[config.mk]
export PLATFORM = sky130hd
export DESIGN_NAME = txbuf_commit_ctrl
export DESIGN_NICKNAME = d
export VERILOG_FILES = /design/src/rtl/txc_pkg.sv /design/src/rtl/txc_bank.sv /design/src/rtl/txc_ctrl.sv /design/src/rtl/txbuf_commit_ctrl.sv
export SDC_FILE = /design/constraint.sdc
export NUM_CORES = 1
export LEC_CHECK = 0
export BUFFER_PORTS_ARGS = -buffer_cell sky130_fd_sc_hd__buf_2
export CAP_MARGIN = 20
export CORE_UTILIZATION = 38
export DETAILED_ROUTE_END_ITERATION = 12
export PLACE_DENSITY = 0.62
export SYNTH_ARGS = -nofsm -noshare
export SYNTH_HDL_FRONTEND = slang
export SYNTH_SLANG_ARGS = --single-unit
export TNS_END_PERCENT = 30
[constraint.sdc]
create_clock -name clk -period 2.5 [get_ports clk]
set_clock_uncertainty 0.1 [all_clocks]
set_input_delay 0.375 -clock clk [delete_from_list [all_inputs] [get_ports clk]]
set_output_delay 0.375 -clock clk [all_outputs]
set_load 0.02 [all_outputs]
[src/rtl/txc_pkg.sv]
`timescale 1ns/1ps
package txc_pkg;

  typedef enum logic [2:0] {
    CMD_NOP     = 3'd0,
    CMD_ENABLE  = 3'd1,
    CMD_DISABLE = 3'd2,
    CMD_LOCK    = 3'd3,
    CMD_UNLOCK  = 3'd4
  } host_cmd_e;

  // Host may touch payload and commit bit: disabled (any lock) or locked.
  function automatic logic host_may_write(input logic en, input logic lck);
    return !en || lck;
  endfunction

  // Controller owns the buffer: enabled and not locked.
  function automatic logic ctrl_owns(input logic en, input logic lck);
    return en && !lck;
  endfunction

  // Policy test for the transmit side holding data.
  function automatic logic policy_allows_swap(input logic immediate,
                                              input logic tx_cmt,
                                              input logic tx_dval);
    return immediate || !tx_cmt || tx_dval;
  endfunction

endpackage

[src/rtl/txc_bank.sv]
`timescale 1ns/1ps
module txc_bank #(
  parameter int W     = 16,
  parameter int DEPTH = 4,
  parameter int AW    = 2
) (
  input  logic          clk,
  input  logic          rst_n,
  input  logic          we,
  input  logic [AW-1:0] waddr,
  input  logic [W-1:0]  wdata,
  input  logic [AW-1:0] raddr_a,
  output logic [W-1:0]  rdata_a,
  input  logic [AW-1:0] raddr_b,
  output logic [W-1:0]  rdata_b
);

  logic [W-1:0] mem [DEPTH];

  always_ff @(posedge clk or negedge rst_n) begin
    if (!rst_n) begin
      for (int i = 0; i < DEPTH; i++) mem[i] <= '0;
    end else if (we) begin
      mem[waddr] <= wdata;
    end
  end

  assign rdata_a = mem[raddr_a];
  assign rdata_b = mem[raddr_b];

endmodule

[src/rtl/txc_ctrl.sv]
`timescale 1ns/1ps
module txc_ctrl
  import txc_pkg::*;
(
  input  logic       clk,
  input  logic       rst_n,
  input  logic [2:0] cmd,
  input  logic       xfer_start,
  input  logic       tx_go,
  input  logic       tx_done,
  output logic       enabled,
  output logic       locked,
  output logic       xfer,
  output logic       busy
);

  host_cmd_e cmd_e;
  assign cmd_e = host_cmd_e'(cmd);

  always_ff @(posedge clk or negedge rst_n) begin
    if (!rst_n) begin
      enabled <= 1'b0;
      locked  <= 1'b0;
      xfer    <= 1'b0;
      busy    <= 1'b0;
    end else begin
      xfer <= xfer_start;
      if (!xfer) begin
        case (cmd_e)
          CMD_ENABLE:  enabled <= 1'b1;
          CMD_DISABLE: enabled <= 1'b0;
          CMD_LOCK:    locked  <= 1'b1;
          CMD_UNLOCK:  locked  <= 1'b0;
          default:     ;
        endcase
      end
      if (tx_go)             busy <= 1'b1;
      else if (tx_done)      busy <= 1'b0;
    end
  end

endmodule

[src/rtl/txbuf_commit_ctrl.sv]
`timescale 1ns/1ps
module txbuf_commit_ctrl
  import txc_pkg::*;
#(
  parameter int W     = 16,
  parameter int DEPTH = 4,
  localparam int AW   = (DEPTH > 1) ? $clog2(DEPTH) : 1
) (
  input  logic          clk,
  input  logic          rst_n,
  input  logic          cfg_immediate,
  input  logic [2:0]    host_cmd,
  input  logic          host_wr_en,
  input  logic [AW-1:0] host_wr_addr,
  input  logic [W-1:0]  host_wr_data,
  input  logic          host_cmt_wr,
  input  logic          host_cmt_val,
  input  logic          host_irq_clr,
  input  logic [AW-1:0] host_rd_addr,
  output logic [W-1:0]  host_rd_data,
  input  logic          slot_start,
  input  logic          tx_req,
  input  logic          tx_done,
  input  logic [AW-1:0] tx_rd_addr,
  output logic [W-1:0]  tx_rd_data,
  output logic          tx_start,
  output logic          st_enabled,
  output logic          st_locked,
  output logic          st_xfer,
  output logic          st_commit_cmt,
  output logic          st_tx_cmt,
  output logic          st_tx_dval,
  output logic          st_irq
);

  localparam int NBANK = 2;

  // Named internal events
  logic       enabled, locked, xfer, busy;
  logic       sel;          // bank index of the commit side
  logic       txb;          // bank index of the transmit side
  logic [1:0] cmt, dval;
  logic       irq;
  logic       wr_ok, owns, tx_go, xfer_start;

  assign txb   = ~sel;
  assign owns  = ctrl_owns(enabled, locked);
  assign wr_ok = host_may_write(enabled, locked) && !xfer;
  assign tx_go = tx_req && owns && !xfer && !busy && cmt[txb];
  assign xfer_start = slot_start && !tx_go && owns && !xfer && !busy &&
                      cmt[sel] && policy_allows_swap(cfg_immediate, cmt[txb], dval[txb]);

  txc_ctrl u_ctrl (
    .clk        (clk),
    .rst_n      (rst_n),
    .cmd        (host_cmd),
    .xfer_start (xfer_start),
    .tx_go      (tx_go),
    .tx_done    (tx_done),
    .enabled    (enabled),
    .locked     (locked),
    .xfer       (xfer),
    .busy       (busy)
  );

  logic [W-1:0] rd_host [NBANK];
  logic [W-1:0] rd_tx   [NBANK];

  for (genvar b = 0; b < NBANK; b++) begin : g_bank
    txc_bank #(.W(W), .DEPTH(DEPTH), .AW(AW)) u_bank (
      .clk     (clk),
      .rst_n   (rst_n),
      .we      (host_wr_en && wr_ok && (sel == b[0])),
      .waddr   (host_wr_addr),
      .wdata   (host_wr_data),
      .raddr_a (host_rd_addr),
      .rdata_a (rd_host[b]),
      .raddr_b (tx_rd_addr),
      .rdata_b (rd_tx[b])
    );
  end

  assign host_rd_data = rd_host[sel];
  assign tx_rd_data   = rd_tx[txb];

  always_ff @(posedge clk or negedge rst_n) begin
    if (!rst_n) begin
      sel  <= 1'b0;
      cmt  <= '0;
      dval <= '0;
      irq  <= 1'b0;
    end else if (xfer) begin
      // Transfer end: roles swap, flags follow the new roles.
      sel       <= ~sel;
      cmt[txb]  <= 1'b0;
      dval[txb] <= 1'b0;
      cmt[sel]  <= 1'b1;
      dval[sel] <= 1'b0;
      irq       <= 1'b1;
    end else begin
      if (host_cmt_wr && wr_ok) cmt[sel] <= host_cmt_val;
      if (tx_done && busy)      dval[txb] <= 1'b1;
      if (host_irq_clr)         irq <= 1'b0;
    end
  end

  assign tx_start      = tx_go;
  assign st_enabled    = enabled;
  assign st_locked     = locked;
  assign st_xfer       = xfer;
  assign st_commit_cmt = cmt[sel];
  assign st_tx_cmt     = cmt[txb];
  assign st_tx_dval    = dval[txb];
  assign st_irq        = irq;

endmodule

# --- After elaboration in Yosys (flattened, before gate mapping) ---
# Index checks and enable logic that the tools add are counted.
classes:
  n_lt_le_gt_ge: 10
  mux: 43
  n_reduce_logical: 37
  n_eq_ne: 4
  n_bitwise: 14
ops:
  columns: ["cell", "n"]
  rows:
  - ["16-bit 2-to-1 mux", 15]
  - ["16-bit binary-select mux with 2-bit select", 4]
  - ["64-bit bitwise mux", 2]
  - ["16-bit demux with 2-bit select", 1]
  - ["1-bit logical AND", 20]
  - ["1-bit 2-to-1 mux", 12]
  - ["2-bit nonzero test", 6]
  - ["3-bit >= comparator (second input constant)", 3]
  - ["2-bit inverter with 3-bit output", 3]
  - ["2-bit 2-to-1 mux", 4]
  - ["2-bit AND", 3]
  - ["3-bit by 2-bit equality test with 1-bit output (second input constant)", 2]
  - ["1-bit logical NOT", 6]
  - ["2-bit >= comparator (second input constant)", 2]
  - ["1-bit by 2-bit < comparator with 1-bit output (second input constant)", 2]
  - ["1-bit inverter with 2-bit output", 2]
  - ["2-bit inverter", 2]
  - ["2-bit bitwise OR", 2]
  - ["1-bit case mux with 2 select lines", 2]
  - ["2-bit AND reduction", 2]
  - ["3-bit by 1-bit equality test with 1-bit output (second input constant)", 1]
  - ["3-bit equality test (second input constant)", 1]
  - ["1-bit logical OR", 3]
  - ["3-bit by 1-bit < comparator with 1-bit output (second input constant)", 1]
  - ["4 further kinds", 7]
word_totals:
  out_inout_bits: 40
  regBits: 138

# --- Depth between registers and ports, before layout ---
# Gate-level depths: netlist of the first run.
depth:
  depth_word: 13
  depth_mapped: 5
  ltp_nobuf: 3

# --- Hierarchy ---
# From an unflattened synthesis of the first run, not the netlist that was laid out.
hier_totals:
  cells_unflattened: 441
  area_unflattened_um2: 7297.0
modules_own_cells:
  columns: ["module", "n_inst", "area_each_um2", "cells_each"]
  rows:
  - ["txc_bank", 2, 3174.3, 176]
  - ["txbuf_commit_ctrl", 1, 782.0, 75]
  - ["txc_ctrl", 1, 166.4, 14]

# --- Worst setup path after synthesis of the first run ---
# OpenSTA, ideal clock, no wires.
synth_timing:
  path_kind: "in2out"
  from: "input port host_rd_addr[0]"
  to: "output port host_rd_data[10]"
  path_slack_ns: 0.404
  required_ns: 2.025
  n_path_buf: 2
  arrival_ns: 1.621
  stages: 5
  cell_sequence: "clkbuf_1 -> buf_2 -> mux4_2 -> nand2_1 -> nand2_1"
synth_between:
  elab_chain_len: 7
  word_cells_on_any_way: 10
  cone_classes: "mux (9); bitwise (1)"
synth_rtl:
  columns: ["item", "line", "text"]
  rows:
  - ["start: declaration", "txbuf_commit_ctrl.sv:19", "input logic [AW-1:0] host_rd_addr,"]
  - ["2-bit inverter with 3-bit output (implied by the code) (*)", "txc_bank.sv:28", "assign rdata_a = mem[raddr_a];"]
  - ["16-bit binary-select mux with 2-bit select", "txc_bank.sv:28", null]
  - ["16-bit 2-to-1 mux (implied by the code) (2 in a row)", "txc_bank.sv:28", null]
  - ["16-bit 2-to-1 mux (implied by the code) (*) (3 in a row)", "txbuf_commit_ctrl.sv:83", "assign host_rd_data = rd_host[sel];"]
  - ["end: declaration", "txbuf_commit_ctrl.sv:20", "output logic [W-1:0] host_rd_data,"]
# Every way passes the cells marked *; elsewhere a longest branch is shown, timed or not. The select of a mux whose other input is x is not followed.

# --- Worst setup path after layout of the first run ---
layout_timing:
  from: "register sel"
  to: "output port host_rd_data[10]"
layout_between:
  elab_chain_len: 4
layout_rtl:
  columns: ["item", "line", "text"]
  rows:
  - ["start: declaration", "txbuf_commit_ctrl.sv:40", "logic sel;"]
  - ["start signal: assignment", "txbuf_commit_ctrl.sv:94", "sel <= ~sel;"]
  - ["1-bit inverter with 2-bit output (implied by the code)", "txbuf_commit_ctrl.sv:83", null]
  - ["16-bit 2-to-1 mux (implied by the code) (3 in a row)", "txbuf_commit_ctrl.sv:83", null]
# Every way passes these cells. The select of a mux whose other input is x is not followed.

==> run metrics, run 1 <==
Setup CP Type=flip-flop to primary output; outcome=finished with violations; setup violators final=0; P&R area growth vs syn=17.15%; total gr overflow=0; yosys warns=0; cell area power density=1256 mW/mm2; clock buffer depth=2; Die ar.=0.01968 mm2; crit start category=flip-flop; met3 Use GR=5.060%; Synth Flop Type=dfrtp_1; io pins=75; DR vias=4700; Synth Cell Area=0.007266 mm2; starting DRC count in detailed routing=268; P_leak=3.753 nW; CORE AREA=0.01871 mm2; CTS tree=done; fin cells=839; DPL Wire Length=10.89 mm; RSZ-0062 raised after global routing=no; Max Cap Viol=0; dpl ws=355.0 ps; total power draw=10.69 mW; Post-Syn Instances=516; final wirelength=17.61 mm; routing usage on met2=32.24%; fmax=0.4219 GHz; RR Startpoint=sel; Worst Path Arrival=1900 ps; First-pass DRT Iterations=4; WP data required=2030 ps; n_diodes=0; Pins Over Slew Limit=0; root buf cell=clkbuf_16; Peak VDD IR=0.5842 mV; Tightest Pin Transition=780.6 ps; Critical Path Start=sel; vias per std cell=5.602; Clock Latency Late Sink=420 ps; Seq/Total Area, Yosys=47.53%; PostCTS Resize Cnt=0; GRT Util Overall=19.67%; vias in the first global route=5088; initial core utilization=38.84%; Net Count, Synth=551; Clock Sinks=138; syn avg cell area=14.08 um2; H-tree levels=4; DRC violations left=0; Hold WC Path Type=primary input to async pin; CTS Buf Count=17; setup tns final=0 ps; Layout Nets=627; gpl congestion=0.7365; pin count of the biggest net entering global routing=139; Final Hold Vio Count=18; share of cells above drive strength 1=51.24%; Std-Cell Rows=50; Clock transition at path regs=60 ps; Crit Path Max Fanout=26; Post-synth EDFFs=0; setup bufs post-CTS=0; Post-Place Cells=807; Core Util, Final=45.51%; synth unique cells=33; hold_ws=-68.07 ps; Die X=140.3 um; #FFs+latches synth=138; CTS Hold Bufs=0; Tmin final=2370 ps; Critical Path End Type=primary output; final worst path period share=94.80%; Die Y-Extent=140.3 um; Final ANT Viol Nets=0; grt met1 use=26.14%; Port Buffers=74; first-pass GRT wire length=28.95 mm; violated checks=hold timing; FFs w/ async S/R, synth=100.0%; GR peak layer=met2; Relative slew margins=47.96%; initial antenna violation count=1; Routed WL per cell=20.99 um; fin worst setup slack=129.9 ps
==> metrics by stage <==
step / hold WS, ps / cell area [um2]
2_1_floorplan: -20.59 / 7266
3_3_place_gp: 375.7 / 7971
3_5_place_dp: 400.2 / 7971
4_1_cts: 26.91 / 8512
5_1_grt: 50.44 / 8512
6_report: -68.07 / 8512
==> Yosys cell counts, types with 2 or more instances <==
library cell	number	area share (%)
inv_1	4	0.21
mux2_2	119	18
nand3b_1	2	0.21
dfrtp_1	138	48
nor2b_1	2	0.17
a31oi_1	5	0.43
nand2_1	98	5.1
buf_4	3	0.31
mux2_1	12	1.9
buf_6	2	0.31
buf_2	13	0.90
nand3_1	4	0.28
buf_1	5	0.26
mux4_2	64	20
nor3b_1	2	0.21
nor2_1	5	0.26
o31ai_1	3	0.31
nand2b_1	3	0.26
o21ai_0	4	0.28
nor3_1	2	0.14
nor3_4	2	0.45
clkbuf_1	13	0.67
==> logic make-up after synthesis <==
kind of cell | Yosys count | synth area share, %
muxes | 195 | 40.14
DFF | 138 | 47.53
and+or+nand+nor | 125 | 8.111
buffers and inverters | 41 | 2.704
AOI/OAI and AO/OA | 16 | 1.395
xor gates and xnor gates | 1 | 0.1206
==> layer usage <==
| metal | up-vias | wire [um] |
|---|---|---|
| li1 | 2076 | - |
| met1 | 2505 | 7659 |
| met2 | 100 | 8958 |
| met3 | 17 | 811 |
| met4 | 2 | 166 |
| met5 | - | 12 |
==> critical path, cell delays in order (launching register included) <==
cell	delay [ps]
dfrtp_1	400
buf_4	300
clkinv_1	140
buf_4	270
nand2_1	100
nand2_1	90
buf_2	170
==> state kept, by name (all words and copies together) (netlist names) <==
| name | flops |
|---|---|
| g_bank.u_bank.mem | 128 |
| dval | 2 |
| u_ctrl.locked | 1 |
| u_ctrl.enabled | 1 |
| cmt | 2 |
| st_irq | 1 |
| sel | 1 |
| u_ctrl.xfer | 1 |
| u_ctrl.busy | 1 |
==> path summary, 6_finish.rpt <==
kind                                                  to  slack [ps]  depth (start not counted)
worst max-delay path                    host_rd_data[10]         130                          6
worst min-delay path            g_bank[1].u_bank.mem[55]         -70                          2
worst max register to register  g_bank[1].u_bank.mem[14]         390                          5
worst min register to register  g_bank[1].u_bank.mem[10]         410                          1
max in group asynchronous       g_bank[1].u_bank.mem[29]        1760                          2
min in group clk                                  st_irq          60                          2
==> power by group <==
part / leakage (nW) / internal [mW] / switching (mW)
clock network: 0.270 / 1.41 / 0.916
registers: 1.68 / 3.33 / 0.776
logic: 1.81 / 2.24 / 2.03
total: 3.75 / 6.98 / 3.72
==> final cells by class <==
class	instances	area, um2
fillers	1668	10190
clock inverters	9	72.57
flip-flops and latches	138	3453
inverters	5	18.77
clock buffers	23	467.9
multi-input cells	337	3616
repair buffers	93	590.6
well taps	234	292.8
==> layout by cell type (no fill, tap or decap), types with 2 or more instances in the layout <==
master,count
nor2b_1,2
mux2_1,12
buf_2,73
nor2_1,5
nor3_1,2
nor3_4,2
a31oi_1,5
o31ai_1,3
nand2b_1,3
clkinv_2,7
inv_1,4
clkbuf_16,17
clkbuf_8,2
buf_12,6
buf_4,14
dfrtp_1,138
nand3_1,4
mux4_2,64
o21ai_0,4
nand2_1,98
clkbuf_1,4
nor3b_1,2
mux2_2,119
nand3b_1,2
Note: power is estimated with default switching activity, not from simulation.
==> run 2: changes to the inputs <==
--- a/config.mk
+++ b/config.mk
@@ -5,11 +5,12 @@
 export SDC_FILE = /design/constraint.sdc
 export NUM_CORES = 1
 export LEC_CHECK = 0
+export ABC_AREA = 1
 export BUFFER_PORTS_ARGS = -buffer_cell sky130_fd_sc_hd__buf_2
 export CAP_MARGIN = 20
 export CORE_UTILIZATION = 38
 export DETAILED_ROUTE_END_ITERATION = 12
-export PLACE_DENSITY = 0.62
+export PLACE_DENSITY = 0.61
 export SYNTH_ARGS = -nofsm -noshare
 export SYNTH_HDL_FRONTEND = slang
 export SYNTH_SLANG_ARGS = --single-unit
==> run 2 against run 1 <==
The flow now finishes without violations; cell area increased by 19%; flip-flop and latch count unchanged; critical path depth decreased by 2; utilization decreased by 1.2 points; global-route usage increased by 5.9 points; critical endpoint is now tx_rd_data[10].
==> run metrics, run 2 <==
outcome=finished, final reports clean; Worst Path Arrival=1850 ps (-50 ps); CTS tree=done; sw power=5.106 mW (+37%); Clock Sinks=138 (unchanged); Routed WL per cell=17.25 um (-18%); Clock Latency Late Sink=430 ps (about the same); Layout Nets=1436 (+130%); P&R area growth vs syn=13.39%; Synth Flop Type=dfrtp_1; fin worst setup slack=171.7 ps (+41.75 ps); CTS Hold Bufs=1 (+1); Post-Syn Instances=1391 (+170%); most frequent cells in the layout=nand2_1 (691), inv_1 (147), dfrtp_1 (137), nand3_1 (134), nand4_1 (128); crit start category=flip-flop; synth unique cells=24 (-27%); starting DRC count in detailed routing=725 (+170%); top-count cell post-synth=nand2_1; top post-synthesis cells by area=dfrtp_1 (39%), nand2_1 (29%), nand4_1 (8.9%); Tmin final=2328 ps (-41.75 ps); vias in the first global route=8579 (+69%); Synth top area share=38.53% (-9.0 points); area of the multi-input gates=0.004374 mm2 (+21%); CP delay by family, top=buffers and inverters; FILL cells=2429 (+46%); Relative slew margins=66.60% (+19 points); H-tree levels=4 (unchanged); biggest regs=g_bank.u_bank.mem x128, cmt x2, dval x2; largest area contributor in the netlist=dfrtp_1; Synth Cell Area=0.008962 mm2 (+23%); Net Count, Synth=1426 (+160%); dpl ws=431.0 ps (+75.99 ps); post-synthesis mux area share=0% (-40 points); final wirelength=29.82 mm (+69%); max FFs per register=128 (unchanged); cell area power density=1143 mW/mm2 (-9.0%); Seq pwr share=32.8% (-5.6 points); PostCTS Resize Cnt=0 (unchanged); main combinational cell family by area after synthesis=simple AND/OR/NAND/NOR gates; first-pass GRT wire length=47.51 mm (+64%); #FFs+latches synth=138 (unchanged); gpl congestion=0.8021 (+8.9%); total gr overflow=0 (unchanged); crit-path cells=buf_4 > nand2_1 > nand2_1 > buf_2; yosys warns=0 (unchanged); crit path max-delay cell type=dfrtp_4; Combinational Power Share=44.0% (+4.1 points); R2R Setup Slk=450 ps (+60 ps); Pint=6.512 mW (-6.7%); Peak VDD IR=0.6197 mV (+6.1%); post-synthesis xor/xnor area fraction=0.09772% (-0.023 points); FFs w/ async S/R, synth=100.0% (unchanged); pin count of the biggest net entering global routing=65 (-53%); fmax=0.4295 GHz (+1.8%); Port Buffers=74 (unchanged); switching fraction of total power=43.95% (+9.2 points); setup bufs post-CTS=0 (unchanged); post-synthesis adder-cell area fraction=0% (unchanged); Die Y-Extent=155.6 um (+11%); most frequent CP cell=nand2_1; Hold WC Path Type=primary input to flip-flop; simple-gate portion of the synthesized area=47.82% (+40 points); FF+latch area=0.003457 mm2 (+0.11%); io pins=75 (unchanged); syn avg cell area=6.443 um2 (-54%); Die ar.=0.02420 mm2 (+23%); Setup CP Type=flip-flop to primary output; commonest non-fill, non-tap cell in the layout=nand2_1; Max Cap Viol=0 (unchanged); Die X=155.6 um (+11%); Tightest Pin Transition=500.9 ps (-279.6 ps); synth cell count leaders=nand2_1 (691), inv_1 (147), dfrtp_1 (138); CTS Buf Count=17 (unchanged); largest register by flop count=g_bank.u_bank.mem; Clock transition at path regs=60 ps (about the same); Crit Path Max Fanout=39 (+50%); Seq/Total Area, Yosys=38.53% (-9.0 points); CP peak stage delay=490 ps (+90 ps); DR vias=9121 (+94%); DRC violations left=0 (unchanged); First-pass DRT Iterations=7 (+3); Post-synth EDFFs=0 (unchanged); initial core utilization=39.11% (+0.27 points); Final ANT Viol Nets=0 (unchanged); setup violators final=0 (unchanged); final worst path period share=93.13% (-1.7 points); vias per std cell=5.275 (-5.8%); Critical Path End Type=primary output; DPL Wire Length=17.61 mm (+62%); share of cells above drive strength 1=10.68% (-41 points); setup tns final=0 ps (unchanged); clock buffer depth=2 (unchanged); post-synthesis compound-gate area fraction=0.6980% (-0.70 points); Pins Over Slew Limit=0 (unchanged); WP data required=2030 ps (about the same); Core Util, Final=44.35% (-1.2 points); P_leak=5.816 nW (+55%); GRT Util Overall=25.53% (+5.9 points); Final Hold Vio Count=0 (-18); CORE AREA=0.02292 mm2 (+23%); initial antenna violation count=2 (+1); root buf cell=clkbuf_16; Clk pwr share=23.2% (+1.5 points); RSZ-0062 raised after global routing=no; Std-Cell Rows=55 (+10%); Buf/Inv on CP=2 (-2)
run 2: cell count changes after synthesis, sizes merged, moves of 3 or more:
| cell | change |
|---|---|
| nor3 | -4 |
| inv | +146 |
| a31oi | -5 |
| nor2 | +7 |
| buf | +19 |
| clkbuf | +58 |
| mux4 | -64 |
| o21ai | +5 |
| mux2 | -131 |
| nand2b | -3 |
| nand3 | +138 |
| nand4 | +126 |
| nand2 | +594 |
run 2: power by group through the flow:
stage	sequential, mW	combinational [mW]	clock (mW)
floorplan	3.69	3.73	0
global route	3.93	5.78	2.81
CTS	3.81	5.11	2.72
detailed placement	3.83	5.09	0
finish	3.81	5.11	2.69
global placement	3.82	5.02	0
run 2: layout make-up:
cell class | count | area share [%]
diodes | 2 | 0.04925
clock buffers | 20 | 4.395
clock inverters | 12 | 1.699
inverters | 152 | 5.639
multi-input cells | 988 | 43.04
flip-flops and latches | 138 | 34.02
well taps | 313 | 3.854
repair buffers | 104 | 7.301
run 2: routing by layer:
layer / global-route usage, % / vias to the layer above / wire, um
met5: 0 / - / 0
met4: 7.703 / 0 / 413
met3: 4.583 / 33 / 2317
met2: 41.34 / 364 / 13760
met1: 34.68 / 4333 / 13330
li1: - / 4391 / -
run 2: path summary, 6_finish.rpt:
| check | from | to | depth (start not counted) |
|---|---|---|---|
| max reg2reg | u_ctrl.xfer | g_bank[0].u_bank.mem[41] | 6 |
| max | sel | tx_rd_data[10] | 4 |
| max in group asynchronous | rst_n | g_bank[0].u_bank.mem[8] | 3 |
| min reg2reg | g_bank[1].u_bank.mem[4] | g_bank[1].u_bank.mem[4] | 2 |
| min | host_cmd[1] | u_ctrl.enabled | 2 |
| min in group asynchronous | rst_n | g_bank[0].u_bank.mem[44] | 2 |
run 2: stage by stage:
| stage | power [mW] | area, um2 | hold WS [ps] | std cells |
|---|---|---|---|---|
| 6_report | 11.62 | 10160 | 45.62 | 1729 |
| 5_1_grt | 12.52 | 10160 | 35.56 | 1728 |
| 4_1_cts | 11.64 | 10160 | 34.28 | 1727 |
| 3_5_place_dp | 8.922 | 9528 | 221.8 | 1694 |
| 3_3_place_gp | 8.836 | 9528 | 223.1 | 1694 |
| 2_1_floorplan | 7.418 | 8962 | -20.59 | 1391 |
run 2: cell families (layout without fill, tap and decap cells):
logic type | count (synthesis) | after routing
and+or+nand+nor | 975 | 975
buffers and inverters | 265 | 288
DFF | 138 | 138
AOI/OAI and AO/OA | 12 | 12
xor gates and xnor gates | 1 | 1
other | 0 | 2
